File: config.mk
export PLATFORM = sky130hd
export DESIGN_NAME = vec_xfer_engine
export DESIGN_NICKNAME = d
export VERILOG_FILES = /design/src/rtl/vxe_pkg.sv /design/src/rtl/vxe_addr_gen.sv /design/src/rtl/vxe_elem_buf.sv /design/src/rtl/vxe_ctrl.sv /design/src/rtl/vec_xfer_engine.sv
export SDC_FILE = /design/constraint.sdc
export NUM_CORES = 1
export LEC_CHECK = 0
export BUFFER_PORTS_ARGS = -buffer_cell sky130_fd_sc_hd__buf_2
export CAP_MARGIN = 20
export CORE_ASPECT_RATIO = 1.1
export CORE_UTILIZATION = 45
export DETAILED_ROUTE_END_ITERATION = 8
export PLACE_DENSITY = 0.71
export SYNTH_ARGS = -nofsm -noshare
export SYNTH_HDL_FRONTEND = slang
export SYNTH_SLANG_ARGS = --single-unit
File: constraint.sdc
create_clock -name clk_i -period 6.8 [get_ports clk_i]
set_input_delay 1.36 -clock clk_i [delete_from_list [all_inputs] [get_ports clk_i]]
set_output_delay 1.36 -clock clk_i [all_outputs]
set_load 0.05 [all_outputs]
File: src/rtl/vxe_pkg.sv
package vxe_pkg;
  localparam int unsigned ADDR_W    = 15;
  localparam int unsigned DATA_W    = 16;
  localparam int unsigned ARG_W     = 16;
  localparam int unsigned SGL_WORDS = 2;
  localparam int unsigned DBL_WORDS = 4;
  localparam int unsigned IDX_W     = $clog2(DBL_WORDS);

  typedef enum logic [2:0] {
    PH_IDLE,
    PH_RD_A,
    PH_RD_B,
    PH_WR_B,
    PH_WR_A
  } phase_e;
endpackage

File: src/rtl/vxe_addr_gen.sv
module vxe_addr_gen import vxe_pkg::*; #(
  parameter int unsigned AW    = ADDR_W,
  parameter int unsigned SW    = ARG_W,
  parameter int unsigned LANES = 2
) (
  input  logic                     clk_i,
  input  logic                     rst_ni,
  input  logic                     load_i,
  input  logic                     step_i,
  input  logic                     dbl_i,
  input  logic [LANES-1:0][AW-1:0] base_i,
  input  logic [LANES-1:0][SW-1:0] stride_i,
  output logic [LANES-1:0][AW-1:0] ptr_o
);
  localparam int unsigned SGL_SH = $clog2(SGL_WORDS);
  localparam int unsigned DBL_SH = $clog2(DBL_WORDS);

  for (genvar g = 0; g < LANES; g++) begin : g_lane
    logic [AW-1:0] ptr_q, inc_q, scaled;

    // scale once at load so the per-element step is a plain add
    always_comb scaled = AW'(stride_i[g]) << (dbl_i ? DBL_SH : SGL_SH);

    always_ff @(posedge clk_i or negedge rst_ni) begin
      if (!rst_ni) begin
        ptr_q <= '0;
        inc_q <= '0;
      end else if (load_i) begin
        ptr_q <= base_i[g];
        inc_q <= scaled;
      end else if (step_i) begin
        ptr_q <= ptr_q + inc_q;
      end
    end

    assign ptr_o[g] = ptr_q;
  end
endmodule

File: src/rtl/vxe_elem_buf.sv
module vxe_elem_buf import vxe_pkg::*; #(
  parameter int unsigned DW    = DATA_W,
  parameter int unsigned WORDS = DBL_WORDS,
  parameter int unsigned IW    = IDX_W
) (
  input  logic          clk_i,
  input  logic          cap_a_i,
  input  logic          cap_b_i,
  input  logic [IW-1:0] idx_i,
  input  logic [DW-1:0] data_i,
  output logic [DW-1:0] word_a_o,
  output logic [DW-1:0] word_b_o
);
  logic [DW-1:0] buf_a [WORDS];
  logic [DW-1:0] buf_b [WORDS];

  always_ff @(posedge clk_i) begin
    for (int i = 0; i < WORDS; i++) begin
      if (cap_a_i && idx_i == IW'(i)) buf_a[i] <= data_i;
      if (cap_b_i && idx_i == IW'(i)) buf_b[i] <= data_i;
    end
  end

  assign word_a_o = buf_a[idx_i];
  assign word_b_o = buf_b[idx_i];
endmodule

File: src/rtl/vxe_ctrl.sv
module vxe_ctrl import vxe_pkg::*; #(
  parameter int unsigned CW = ARG_W,
  parameter int unsigned IW = IDX_W
) (
  input  logic          clk_i,
  input  logic          rst_ni,
  input  logic          start_i,
  input  logic [CW-1:0] count_i,
  input  logic          dbl_i,
  input  logic          swap_i,
  input  logic          ready_i,
  output phase_e        phase_o,
  output logic [IW-1:0] widx_o,
  output logic          load_o,
  output logic          step_o,
  output logic          done_o
);
  phase_e        phase_q;
  logic [IW-1:0] widx_q, last_idx;
  logic [CW-1:0] remain_q;
  logic          swap_q, dbl_q, done_q;
  logic          word_last, phase_end, elem_end;

  always_comb begin
    last_idx  = dbl_q ? IW'(DBL_WORDS - 1) : IW'(SGL_WORDS - 1);
    word_last = (widx_q == last_idx);
    load_o    = (phase_q == PH_IDLE) && start_i;
    phase_end = (phase_q != PH_IDLE) && ready_i && word_last;
    elem_end  = phase_end && ((phase_q == PH_WR_A) || (phase_q == PH_WR_B && !swap_q));
    step_o    = elem_end;
  end

  always_ff @(posedge clk_i or negedge rst_ni) begin
    if (!rst_ni) begin
      phase_q  <= PH_IDLE;
      widx_q   <= '0;
      remain_q <= '0;
      swap_q   <= 1'b0;
      dbl_q    <= 1'b0;
      done_q   <= 1'b0;
    end else begin
      done_q <= 1'b0;
      if (phase_q == PH_IDLE) begin
        if (start_i) begin
          swap_q   <= swap_i;
          dbl_q    <= dbl_i;
          widx_q   <= '0;
          remain_q <= count_i;
          if ($signed(count_i) > 0) phase_q <= PH_RD_A;
          else                      done_q  <= 1'b1;
        end
      end else if (ready_i) begin
        if (!word_last) begin
          widx_q <= widx_q + 1'b1;
        end else begin
          widx_q <= '0;
          if (elem_end) begin
            if (remain_q == CW'(1)) begin
              phase_q <= PH_IDLE;
              done_q  <= 1'b1;
            end else begin
              remain_q <= remain_q - 1'b1;
              phase_q  <= PH_RD_A;
            end
          end else begin
            unique case (phase_q)
              PH_RD_A: phase_q <= PH_RD_B;
              PH_RD_B: phase_q <= PH_WR_B;
              default: phase_q <= PH_WR_A;
            endcase
          end
        end
      end
    end
  end

  assign phase_o = phase_q;
  assign widx_o  = widx_q;
  assign done_o  = done_q;
endmodule

File: src/rtl/vec_xfer_engine.sv
module vec_xfer_engine import vxe_pkg::*; (
  input  logic              clk_i,
  input  logic              rst_ni,
  input  logic              start_i,
  input  logic [ADDR_W-1:0] base_a_i,
  input  logic [ADDR_W-1:0] base_b_i,
  input  logic [ARG_W-1:0]  stride_a_i,
  input  logic [ARG_W-1:0]  stride_b_i,
  input  logic [ARG_W-1:0]  count_i,
  input  logic              dbl_i,
  input  logic              swap_i,
  output logic              busy_o,
  output logic              done_o,
  output logic              mem_req_o,
  output logic              mem_we_o,
  output logic [ADDR_W-1:0] mem_addr_o,
  output logic [DATA_W-1:0] mem_wdata_o,
  input  logic              mem_ready_i,
  input  logic [DATA_W-1:0] mem_rdata_i
);
  phase_e                 phase;
  logic [IDX_W-1:0]       widx;
  logic                   load, step, side_a;
  logic [1:0][ADDR_W-1:0] ptr;
  logic [DATA_W-1:0]      word_a, word_b;

  vxe_ctrl u_ctrl (
    .clk_i   (clk_i),
    .rst_ni  (rst_ni),
    .start_i (start_i),
    .count_i (count_i),
    .dbl_i   (dbl_i),
    .swap_i  (swap_i),
    .ready_i (mem_ready_i),
    .phase_o (phase),
    .widx_o  (widx),
    .load_o  (load),
    .step_o  (step),
    .done_o  (done_o)
  );

  vxe_addr_gen u_addr (
    .clk_i    (clk_i),
    .rst_ni   (rst_ni),
    .load_i   (load),
    .step_i   (step),
    .dbl_i    (dbl_i),
    .base_i   ({base_b_i, base_a_i}),
    .stride_i ({stride_b_i, stride_a_i}),
    .ptr_o    (ptr)
  );

  vxe_elem_buf u_buf (
    .clk_i    (clk_i),
    .cap_a_i  (phase == PH_RD_A && mem_ready_i),
    .cap_b_i  (phase == PH_RD_B && mem_ready_i),
    .idx_i    (widx),
    .data_i   (mem_rdata_i),
    .word_a_o (word_a),
    .word_b_o (word_b)
  );

  always_comb begin
    side_a      = (phase == PH_RD_A) || (phase == PH_WR_A);
    busy_o      = (phase != PH_IDLE);
    mem_req_o   = busy_o;
    mem_we_o    = (phase == PH_WR_B) || (phase == PH_WR_A);
    mem_addr_o  = (side_a ? ptr[0] : ptr[1]) + ADDR_W'(widx);
    mem_wdata_o = !mem_we_o ? '0 : ((phase == PH_WR_B) ? word_a : word_b);
  end
endmodule

======== Word level (Yosys, flattened, before mapping) ========
Memory sizes are Yosys's and may differ from the RTL's.
Cells that the tools add are included.
word-level totals
  logic and storage cells ................. 136
  memory bits (writable) .................. 128
  bits of input ports ..................... 100
  memories kept ........................... 2
  bits in registers ....................... 84
memory list
  name         words  bits a word  read ports  clocked after Yosys merged registers in  write ports  RTL line            RTL
  u_buf.buf_a  4      16           1           0                                        1            vxe_elem_buf.sv:14  logic [DW-1:0] buf_a [WORDS];
  u_buf.buf_b  4      16           1           0                                        1            vxe_elem_buf.sv:15  logic [DW-1:0] buf_b [WORDS];
cells by class
  $lt $le $gt $ge ......................... 1
  shift-type cells ........................ 2
  reductions and logical operators ........ 36
  $add $sub $neg .......................... 5
  equality and inequality tests ........... 12
  multiplexer cells ....................... 68
operators by type and width
  operator                                                                          count
  16-bit 2-to-1 mux                                                                 14
  16-bit OR reduction                                                               6
  15-bit 2-to-1 mux                                                                 5
  15-bit by 32-bit << shifter with 15-bit output                                    1
  15-bit adder                                                                      2
  1-bit 2-to-1 mux                                                                  30
  2-bit 2-to-1 mux                                                                  12
  3-bit 2-to-1 mux                                                                  6
  16-bit by 1-bit == test with 1-bit output, second input constant                  1
  16-bit by 1-bit greater-than comparator with 1-bit output, second input constant  1
  16-bit by 1-bit subtractor with 16-bit output, second input constant              1
  15-bit by 2-bit adder with 15-bit output                                          1
  1-bit logical AND                                                                 15
  15-bit by 2-bit << shifter with 15-bit output                                     1
  2-bit nonzero test                                                                4
  3-bit by 2-bit == test with 1-bit output, second input constant                   2
  3-bit one-hot mux with 2 select lines                                             1
  5-bit AND reduction                                                               1
  2-bit == test, second input constant                                              2
  2-bit != test, second input constant                                              2
  2-bit AND reduction                                                               2
  4-bit AND reduction                                                               1
  3-bit by 1-bit == test with 1-bit output, second input constant                   1
  3-bit == test, second input constant                                              1
  9 further kinds                                                                   11

======== Longest topological paths before layout ========
Gate-level depths: netlist of the first run.
  depth after elaboration ................. 9
  gate-level depth with buffers ........... 13

======== Modules after synthesis ========
From an unflattened synthesis of the first run, not the netlist that was laid out.
unflattened totals
  cells, all modules ...................... 914
  area total of the unflattened synthesis .. 11448.5 um^2
modules (own cells, without submodules)
  module           seq. area each (um^2)  area each (um^2)  cells an instance  times used
  vxe_elem_buf     3843.7                 4690.7            176                1
  vxe_addr_gen     1501.4                 4088.9            441                1
  vxe_ctrl         600.6                  1627.8            184                1
  vec_xfer_engine  0.0                    1041.0            113                1

======== Least setup slack after synthesis of the first run ========
Ideal clock, no wire load.
  kind .................................... register to output
  start ................................... reg u_ctrl.phase_q[2], in the netlist u_ctrl.phase_o[2]
  end ..................................... out mem_addr_o[11]
  arrival time ............................ 3.290 ns
  stages on the path, launching flop included .. 13
  setup slack ............................. 2.150 ns
  cells stage by stage .................... dfrtp_1 -> buf_2 -> xnor2_1 -> nor2_4 -> buf_2 -> buf_2 -> o21ai_0 -> ha_1 -> a21o_1 -> nor4b_4 -> nand3_1 -> xor2_1 -> mux2i_1
between the ends
  longest elaborated chain between the ends .. 4
  elaborated cells on any way between the ends .. 5
RTL lines
  what                                                                       RTL line               RTL
  from (decl)                                                                vxe_ctrl.sv:18         phase_e phase_q;
  from (signal assigned)                                                     vxe_ctrl.sv:35         phase_q <= PH_IDLE;
  from (signal assigned)                                                     vxe_ctrl.sv:49         if ($signed(count_i) > 0) phase_q <= PH_RD_A;
  from (signal assigned)                                                     vxe_ctrl.sv:59         phase_q <= PH_IDLE;
  3-bit by 1-bit == test with 1-bit output or 3-bit == test (tied branches)  vec_xfer_engine.sv:64  side_a = (phase == PH_RD_A) || (phase == PH_WR_A);
  1-bit logical OR *                                                         vec_xfer_engine.sv:64
  15-bit 2-to-1 mux *                                                        vec_xfer_engine.sv:68  mem_addr_o = (side_a ? ptr[0] : ptr[1]) + ADDR_W'(widx);
  15-bit by 2-bit adder with 15-bit output *                                 vec_xfer_engine.sv:68
  to (decl)                                                                  vec_xfer_engine.sv:16  output logic [ADDR_W-1:0] mem_addr_o,
Every way passes the cells marked *; elsewhere a longest branch is shown, timed or not.

======== Final worst setup path of the first run ========
  start ................................... reg u_ctrl.phase_q[2], in the netlist u_ctrl.phase_o[2]
  end ..................................... out mem_addr_o[14]
The elaborated chain is that of the path after synthesis.

==> flow_metrics.tcl, run 1 <==
set metrics [dict create \
    async_flop_share_pct 39.6 \
    synth-seq-area-share_pct 54.5 \
    p_leak_nw 5.08 \
    critPathArrivalTime_ns 3.81 \
    cts_tree "done" \
    core_sq_mm 0.0237 \
    cts.sinks 212 \
    crit_type "flop to output pin" \
    die_w_um 150 \
    nFillCells 2084 \
    utilization_pct 52.6 \
    finalWorstSetupSlack_ns 1.63 \
    reg2reg_depth 7 \
    r2r-start "u_ctrl.phase_o[1]$_DFFE_PN0P_" \
    synth_edf_count 128 \
    drt-total-wl_um 24700 \
    worst_skew_pair.late_latency_ns 0.51 \
    syn-num-nets 1090 \
    setup_viol_count_final 0 \
    syn-cell-area_sq_mm 0.0109 \
    drt_first_pass_iters 4 \
    fmax_mhz 194 \
    layout-drive-gt1-share_pct 20.1 \
    path_clk_slew_ns 0.05 \
    place_ws_ns 2.18 \
    cts_buffer_depth 3 \
    synthCells 951 \
    routed.top_layer "met4" \
    ys_types 59 \
    synth_common_cells "edfxtp_1 (128), nand2_1 (97), dfrtp_1 (84)" \
    rows 59 \
    synth_top_area_share_pct 35.2 \
    track_usage_pct 20.2 \
    drv_slew 0 \
    worstPathCellList "xnor2_1 > nor2_4 > mux2_2 > ha_1 > inv_1 > fa_1 > nor2_1 > nand3_1 > nor3_1 > xnor2_1 > buf_2" \
    cap_violations 0 \
    drt_iter0_markers 416 \
    synth_most_common_cell "edfxtp_1" \
    vias_per_cell 5.57 \
    final-hold-violation-count 0 \
    synth_top_area_cell "edfxtp_1" \
    critPathMostFrequentCell "xnor2_1" \
    min_period_ns 5.17 \
    cp_max_fo 26 \
    drtAntennaViolNets 0 \
    synth_seq_cells 212 \
    finalPower_mw 5.94 \
    num_vias 7708 \
    cts_hold_buf 0 \
    area_delta_synth_final_pct 14.4 \
    ctsResizeCount 0 \
    worst_pin_slew_ns 0.992 \
    numPortBuffers 130 \
    max-vdd-ir-drop_v 0.000471 \
    die-area_sq_mm 0.0249 \
    grt_pass1_vias 7479 \
    start_kind "flop" \
    timing.final.crit_share_pct 76.0 \
    die_y_um 165 \
    grt_antenna_before_repair 1 \
    grt_pass1_wl_um 38700 \
    gp_congestion 0.830 \
    clock-root-buffer "clkbuf_16" \
    yosys-top-cells-area "edfxtp_1 (35%), dfrtp_1 (19%), mux4_2 (6.6%)" \
    wl_met2_um 12400 \
    startpoint "u_ctrl.phase_o[2]$_DFFE_PN0P_" \
    yosys_warnings 0 \
    p_per_area_mw_per_mm2 476 \
    min_to "u_addr.g_lane[1].inc_q[11]$_DFFE_PN0P_" \
    final_nets 1200 \
    postCtsSetupBuffers 0 \
    slew_headroom_pct 33.9 \
    grt_overflow 0 \
    r2r_slack_ns 3.71 \
    holdWs_ns 0.482 \
    grt_max_degree 53 \
    cp-end-kind "output pin" \
    hold_path.class "flop to flop" \
    h-tree-depth 1 \
    cts_made_buffers 23 \
    met3WireLength_um 1220 \
    io_pins 135 \
    rsz0062_at_grt "false" \
    initial_utilization_pct 46.0 \
    wire_per_inst_um 17.9 \
    r2r_end "u_ctrl.remain_q[8]$_DFFE_PN0P_" \
    cp_slowest_stage_delay_ns 0.60 \
    status "finished, final reports clean" \
    ys.flop_type "edfxtp_1" \
    hpwl_um 16400 \
    tns_ns 0 \
    syn_avg_cell_area_sq_um 11.5 \
    hold_start "u_addr.g_lane[1].inc_q[11]$_DFFE_PN0P_" \
    skew_ns 0.00723 \
    cpMaxStageDelayCell "nor2_4" \
    drc 0 \
    drt-met1-wl_um 10500 \
    required_ns 5.44 \
    hold-path-cell-count 2 \
]
[metrics by stage]
stage / instance area, sq um / cells
2_1_floorplan: 10900 / 951
3_3_place_gp: 11800 / 1341
3_5_place_dp: 11800 / 1341
4_1_cts: 12500 / 1382
5_1_grt: 12500 / 1383
6_report: 12500 / 1383
[how the worst max path moves through the flow]
stage	endpoint	cells after the start	slack (ns)
after global placement	mem_addr_o[14]	11	2.20
after global routing	mem_addr_o[11]	10	1.39
after detailed placement	mem_addr_o[14]	11	2.18
after CTS	mem_addr_o[14]	11	1.60
after floorplan	mem_addr_o[11]	12	2.15
final	mem_addr_o[14]	11	1.63
[report_power, final]
part	internal [mW]	switching (mW)
registers	1.62	0.255
clock network	0.693	0.490
logic	1.04	1.84
[registers in the layout (all words and copies together) (netlist names)]
| name | flops |
|---|---|
| u_addr.g_lane.inc_q | 30 |
| u_addr.g_lane.ptr_q | 30 |
| u_buf.buf_a | 64 |
| u_buf.buf_b | 64 |
| u_ctrl.dbl_q | 1 |
| u_ctrl.done_o | 1 |
| u_ctrl.phase_o | 3 |
| u_ctrl.remain_q | 16 |
| u_ctrl.swap_q | 1 |
| u_ctrl.widx_o | 2 |
[layout make-up]
| cell class | instances | area (sq um) | share of cell area (%) |
|---|---|---|---|
| antenna | 1 | 2.50 | 0.0201 |
| clock buffer | 26 | 587 | 4.70 |
| clock inverter | 15 | 121 | 0.973 |
| inverter | 50 | 188 | 1.50 |
| multi-input combinational | 637 | 4540 | 36.4 |
| sequential | 212 | 5950 | 47.7 |
| tap | 305 | 382 | 3.06 |
| timing repair buffer | 137 | 706 | 5.66 |
[worst max-delay path, delay by kind of cell, from the launching register on]
family                     cells  cell delay (ns)
buffers and inverters          2             0.36
xor gates and xnor gates       2             0.37
and+or+nand+nor                4             1.19
adders and majority gates      2             0.62
muxes                          1             0.29
DFF                            1             0.46
[layout by cell type, fill, tap and decap left out, types with 12 or more instances in the layout]
| cell | count |
|---|---|
| inv_1 | 50 |
| clkbuf_16 | 23 |
| nand2_1 | 96 |
| ha_1 | 36 |
| buf_2 | 129 |
| o21ai_0 | 83 |
| dfrtp_1 | 83 |
| nor3_1 | 18 |
| mux2i_1 | 38 |
| mux4_2 | 32 |
| o22ai_1 | 18 |
| xor2_1 | 22 |
| nor2_1 | 62 |
| edfxtp_1 | 128 |
| nand3_1 | 17 |
| a21oi_1 | 60 |
| xnor2_1 | 13 |
| a31oi_1 | 12 |
| a21o_1 | 12 |
[logic make-up after synthesis]
logic type	synth area share [%]
adder cells (fa/ha/maj)	4.68
multiplexers	10.3
XOR/XNOR	2.81
flip-flops	54.5
AND/OR/NAND/NOR	11.1
AO/OA/AOI/OAI	12.7
buffers and inverters	3.89
[layer usage]
metal	vias to the layer above	track usage, %
li1	3717	-
met1	3732	25.5
met2	219	35.8
met3	40	2.83
met4	0	6.34
met5	-	0
Power figures use the tool's default switching activity.
==> run 2: changes to the inputs <==
- clock period: 6.8 -> 4.9 ns (I/O delays scaled with it)
==> run 2 against run 1 <==
Compared with the run above:
- clock skew up 0.0038 ns
- critical path depth unchanged
- largest power group unchanged
- worst hold slack worse by 0.0018 ns
- design area up 0.54%
- clock-buffer cell count up 1
==> flow_metrics.tcl, run 2 (synthesis results as in run 1) <==
set metrics [dict create \
    cpMaxStageDelayCell "fa_1" \
    track_usage_pct 20.4 \
    p_sw_mw 3.61 \
    initial_utilization_pct 46.0 \
    stdcell_count 1385 \
    cp_slowest_stage_delay_ns 0.49 \
    nFillCells 2070 \
    start_kind "flop" \
    final_common_cell "buf_2" \
    cts_hold_buf 0 \
    internal-power_mw 4.74 \
    area_delta_synth_final_pct 15.0 \
    wire_per_inst_um 18.0 \
    rsz0062_at_grt "false" \
    grt_antenna_before_repair 1 \
    gp_congestion 0.836 \
    hold_path.class "flop to flop" \
    io_pins 135 \
    drt-total-wl_um 24900 \
    final_nets 1201 \
    finalWorstSetupSlack_ns 0.448 \
    postCtsSetupBuffers 0 \
    fmax_mhz 225 \
    final-hold-violation-count 0 \
    core_sq_mm 0.0237 \
    r2r-start "u_ctrl.widx_o[0]$_DFFE_PN0P_" \
    layout_common_cells "buf_2 (129), edfxtp_1 (128), nand2_1 (96)" \
    die_w_um 150 \
    grt_pass1_vias 7584 \
    p_per_area_mw_per_mm2 666 \
    worstPathCellList "xnor2_1 > nor2_4 > buf_4 > o21ai_0 > inv_1 > fa_1 > nor2_1 > nand3_1 > nor3_1 > xnor2_1 > buf_2" \
    drtAntennaViolNets 0 \
    worst_pin_slew_ns 0.993 \
    drt_iter0_markers 500 \
    die-area_sq_mm 0.0249 \
    ctsResizeCount 0 \
    hold_start "u_addr.g_lane[0].inc_q[2]$_DFFE_PN0P_" \
    slew_headroom_pct 33.8 \
    clock-root-buffer "clkbuf_16" \
    setup_viol_count_final 0 \
    r2r_end "u_addr.g_lane[1].ptr_q[2]$_DFFE_PN0P_" \
    cp-end-kind "output pin" \
    tns_ns 0 \
    cts.sinks 212 \
    hold-path-cell-count 2 \
    drc 0 \
    crit_type "flop to output pin" \
    status "finished, final reports clean" \
    power_frac_seq_pct 31.1 \
    critPathMostFrequentCell "xnor2_1" \
    cts_made_buffers 23 \
    hpwl_um 16600 \
    layout-drive-gt1-share_pct 20.6 \
    r2r_slack_ns 1.75 \
    min_to "u_addr.g_lane[0].inc_q[2]$_DFFE_PN0P_" \
    pwr-share-clk_pct 21.0 \
    rows 59 \
    post-place-cells 1342 \
    required_ns 3.92 \
    drt_first_pass_iters 6 \
    grt_pass1_wl_um 39300 \
    worst_skew_pair.late_latency_ns 0.52 \
    reg2reg_depth 8 \
    die_y_um 165 \
    vias_per_cell 5.55 \
    largestRegisters "u_buf.buf_a: 64 flops, u_buf.buf_b: 64 flops" \
    place_ws_ns 1.00 \
    pwr-share-comb_pct 47.9 \
    grt_overflow 0 \
    timing.final.crit_share_pct 90.9 \
    skew_ns 0.0110 \
    drv_slew 0 \
    h-tree-depth 1 \
    cts_buffer_depth 3 \
    cts_tree "done" \
    critPathArrivalTime_ns 3.47 \
    path_clk_slew_ns 0.06 \
    cp_max_fo 25 \
    min_period_ns 4.45 \
    num_vias 7685 \
    p_leak_nw 5.11 \
    cap_violations 0 \
    max-vdd-ir-drop_v 0.000689 \
    grt_max_degree 80 \
    sw_frac_of_total_pct 43.3 \
    holdWs_ns 0.480 \
    numPortBuffers 130 \
    finalPower_mw 8.35 \
]
[run 2: per-layer routing]
layer / vias to the layer above / track usage (%) / part of all wire (%)
met3: 38 / 3.08 / 4.9
met2: 198 / 36.2 / 50
met4: 2 / 6.70 / 2.6
met1: 3724 / 25.4 / 43
met5: - / 0 / 0.048
li1: 3723 / - / -
[run 2: how the worst max path moves through the flow]
stage                                       start        endpoint  slack (ns)  cells after the start
finish              u_ctrl.phase_o[2]$_DFFE_PN0P_  mem_addr_o[14]        0.45                     11
global route        u_ctrl.phase_o[2]$_DFFE_PN0P_  mem_addr_o[11]        0.21                     11
CTS                 u_ctrl.phase_o[2]$_DFFE_PN0P_  mem_addr_o[14]        0.42                     11
detailed placement  u_ctrl.phase_o[2]$_DFFE_PN0P_  mem_addr_o[14]         1.0                     11
global placement    u_ctrl.phase_o[2]$_DFFE_PN0P_  mem_addr_o[14]         1.0                     11
floorplan           u_ctrl.phase_o[2]$_DFFE_PN0P_  mem_addr_o[11]        0.63                     12
[run 2: power by group through the flow]
| stage | logic, mW | clock network, mW | registers, mW |
|---|---|---|---|
| 6_report | 4.00 | 1.75 | 2.60 |
| 3_3_place_gp | 3.94 | 0 | 2.61 |
| 2_1_floorplan | 3.26 | 0 | 2.49 |
| 5_1_grt | 4.42 | 1.86 | 2.64 |
| 4_1_cts | 4.03 | 1.79 | 2.59 |
| 3_5_place_dp | 4.01 | 0 | 2.62 |
[run 2: cell type report]
cell class / count / area [sq um] / share of cell area (%)
Sequential cell: 212 / 5950 / 47.4
Multi-Input combinational cell: 637 / 4540 / 36.2
Timing Repair Buffer: 138 / 713 / 5.69
Clock buffer: 27 / 601 / 4.79
Tap cell: 305 / 382 / 3.04
Inverter: 50 / 188 / 1.50
Clock inverter: 15 / 168 / 1.34
Antenna cell: 1 / 2.50 / 0.0200
[run 2: metrics by stage]
step / util (%) / cell area (sq um)
floorplan: - / 10900
global placement: 49.7 / 11800
detailed placement: 49.7 / 11800
CTS: 52.9 / 12500
global route: 52.9 / 12500
finish: 52.9 / 12500
[run 2: worst max-delay path: cells and delay by family, from the launching register on]
kind                       cells  cell delay, ns
AOI/OAI and AO/OA              1            0.26
xor gates and xnor gates       2            0.43
DFF                            1            0.46
buffers and inverters          3            0.62
and+or+nand+nor                4            0.69
adders and majority gates      1            0.49
==> run 3: changes to the inputs <==
- ABC_AREA: default -> 1
- BUFFER_PORTS_ARGS: -buffer_cell sky130_fd_sc_hd__buf_2 -> -buffer_cell sky130_fd_sc_hd__buf_4
- SKIP_LAST_GASP: default -> 1
==> run 3 against run 2 <==
Compared with the run above:
- core utilization is 0.62 points higher
- design area increased by 12%
- critical path type unchanged
- sequential share of layout area down 4.9 points
- critical endpoint is now mem_addr_o[12]
- critical path depth up 1
==> flow_metrics.tcl, run 3 <==
set metrics [dict create \
    status "finished, final reports clean" \
    grt_max_degree 59 \
    drtAntennaViolNets 0 \
    crit_type "flop to output pin" \
    cp_slowest_stage_delay_ns 0.51 \
    p_leak_nw 6.52 \
    cts_made_buffers 24 \
    h-tree-depth 1 \
    async_flop_share_pct 39.6 \
    synth_top_area_share_pct 32.1 \
    cp-end-kind "output pin" \
    dpl-instance-area_sq_mm 0.0132 \
    cp_top_family "simple AND/OR/NAND/NOR gates" \
    finalPower_mw 9.56 \
    skew_ns 0.0158 \
    antennaDiodeCount 0 \
    synth-xor-area-share_pct 1.54 \
    cts_buffer_depth 3 \
    slew_headroom_pct 29.8 \
    drc 0 \
    synth-seq-area-share_pct 49.6 \
    hold_path.class "input pin to asynchronous set/reset pin" \
    grt_pass1_vias 9523 \
    syn-num-nets 1613 \
    largestRegisters "u_buf.buf_a: 64 flops, u_buf.buf_b: 64 flops" \
    drt-total-wl_um 29700 \
    holdWs_ns 0.472 \
    postCtsSetupBuffers 0 \
    r2r_slack_ns 2.04 \
    final_common_cell "nand2_1" \
    utilization_pct 53.5 \
    required_ns 3.92 \
    worst_skew_pair.late_latency_ns 0.52 \
    num_vias 10000 \
    ff_latch_area_sq_mm 0.00595 \
    hpwl_um 20300 \
    numPortBuffers 130 \
    final-hold-violation-count 0 \
    r2r_end "u_addr.g_lane[0].ptr_q[7]$_DFFE_PN0P_" \
    r2r-start "u_ctrl.phase_o[0]$_DFFE_PN0P_" \
    rsz0062_at_grt "false" \
    synth_mux_area_share_pct 0 \
    cp_max_fo 25 \
    syn-cell-area_sq_mm 0.0120 \
    drt_iter0_markers 738 \
    grt_overflow 0 \
    layout-drive-gt1-share_pct 14.3 \
    syn_avg_cell_area_sq_um 8.13 \
    synth_seq_cells 212 \
    synth_top_family_by_area "simple AND/OR/NAND/NOR gates" \
    worstPathCellList "inv_2 > nand3_2 > nand2_4 > nand2_1 > nand2_1 > ha_1 > inv_1 > fa_1 > nor2_4 > nand4_1 > nand2_1 > buf_4" \
    clock-root-buffer "clkbuf_16" \
    yosys-top-cells-area "edfxtp_1 (32%), dfrtp_1 (18%), nand2_1 (13%)" \
    wire_per_inst_um 15.2 \
    synth_compound_area_share_pct 11.1 \
    synth_top_area_cell "edfxtp_1" \
    area_delta_synth_final_pct 16.9 \
    cts_hold_buf 0 \
    nFillCells 2430 \
    fmax_mhz 239 \
    yosys_warnings 0 \
    synthAdderAreaFrac_pct 4.26 \
    drv_slew 0 \
    timing.final.crit_share_pct 85.4 \
    track_usage_pct 22.0 \
    final_area_sq_mm 0.0140 \
    initial_utilization_pct 45.8 \
    synth_edf_count 128 \
    cts_tree "done" \
    min_period_ns 4.18 \
    critPathBufInv 3 \
    drt_first_pass_iters 7 \
    path_depth 12 \
    final_nets 1721 \
    cap_violations 0 \
    synth-simple-area-share_pct 26.0 \
    grt_antenna_before_repair 0 \
    io_pins 135 \
    core_sq_mm 0.0261 \
    layout_common_cells "nand2_1 (412), nor2_1 (179), o21ai_0 (149)" \
    cpMaxStageDelayCell "fa_1" \
    critPathArrivalTime_ns 3.20 \
    ys.flop_type "edfxtp_1" \
    path_clk_slew_ns 0.07 \
    setup_viol_count_final 0 \
    die_y_um 173 \
    critPathMostFrequentCell "nand2_1" \
    die-area_sq_mm 0.0273 \
    p_per_area_mw_per_mm2 683 \
    rows 62 \
    multi_input_comb_area_sq_mm 0.00515 \
    ys_types 38 \
    synth_most_common_cell "nand2_1" \
    cts.sinks 212 \
    synthCells 1474 \
    gp_congestion 0.911 \
    worst_pin_slew_ns 1.05 \
    vias_per_cell 5.14 \
    start_kind "flop" \
    ctsResizeCount 0 \
    tns_ns 0 \
    die_w_um 158 \
    grt_pass1_wl_um 47600 \
    max-vdd-ir-drop_v 0.000378 \
    reg2reg_depth 9 \
    synth_common_cells "nand2_1 (412), nor2_1 (183), o21ai_0 (149)" \
]
run 3: cells by family (layout without fill, tap and decap cells):
group	count (synthesis)	after routing
flip-flops	212	212
XOR/XNOR	21	21
AO/OA/AOI/OAI	248	248
adder cells (fa/ha/maj)	39	39
buffers and inverters	214	338
AND/OR/NAND/NOR	740	740
run 3: layout make-up:
cell class / instances / area share, %
sequential: 212 / 42.5
clock inverter: 14 / 1.05
tap: 352 / 3.15
timing repair buffer: 143 / 7.87
clock buffer: 28 / 4.55
inverter: 153 / 4.12
multi-input combinational: 1048 / 36.8
run 3: where the power goes:
group          switching (mW)  total (mW)  internal, mW
Sequential              0.345        2.64          2.30
Combinational            3.50        5.13          1.63
Clock                   0.742        1.78          1.04
Total                    4.59        9.56          4.97
run 3: metrics by stage:
stage / instances / worst slack [ns]
global route: 1950 / 0.504
global placement: 1906 / 1.27
CTS: 1948 / 0.687
detailed placement: 1906 / 1.25
floorplan: 1474 / 1.14
finish: 1950 / 0.716
run 3: worst max path at each step:
stage	slack, ns	endpoint	from
CTS	0.69	mem_addr_o[12]	u_ctrl.phase_o[1]$_DFFE_PN0P_
global route	0.50	mem_addr_o[12]	u_ctrl.phase_o[1]$_DFFE_PN0P_
finish	0.72	mem_addr_o[12]	u_ctrl.phase_o[1]$_DFFE_PN0P_
global placement	1.27	mem_addr_o[12]	u_ctrl.phase_o[1]$_DFFE_PN0P_
floorplan	1.14	mem_addr_o[4]	u_ctrl.phase_o[0]$_DFFE_PN0P_
detailed placement	1.25	mem_addr_o[12]	u_ctrl.phase_o[1]$_DFFE_PN0P_
run 3: routing by layer:
metal	GRT usage [%]	share of wire (%)
met2	37.3	48
met4	6.39	2.1
met1	29.5	44
met5	0	0
met3	2.68	5.3
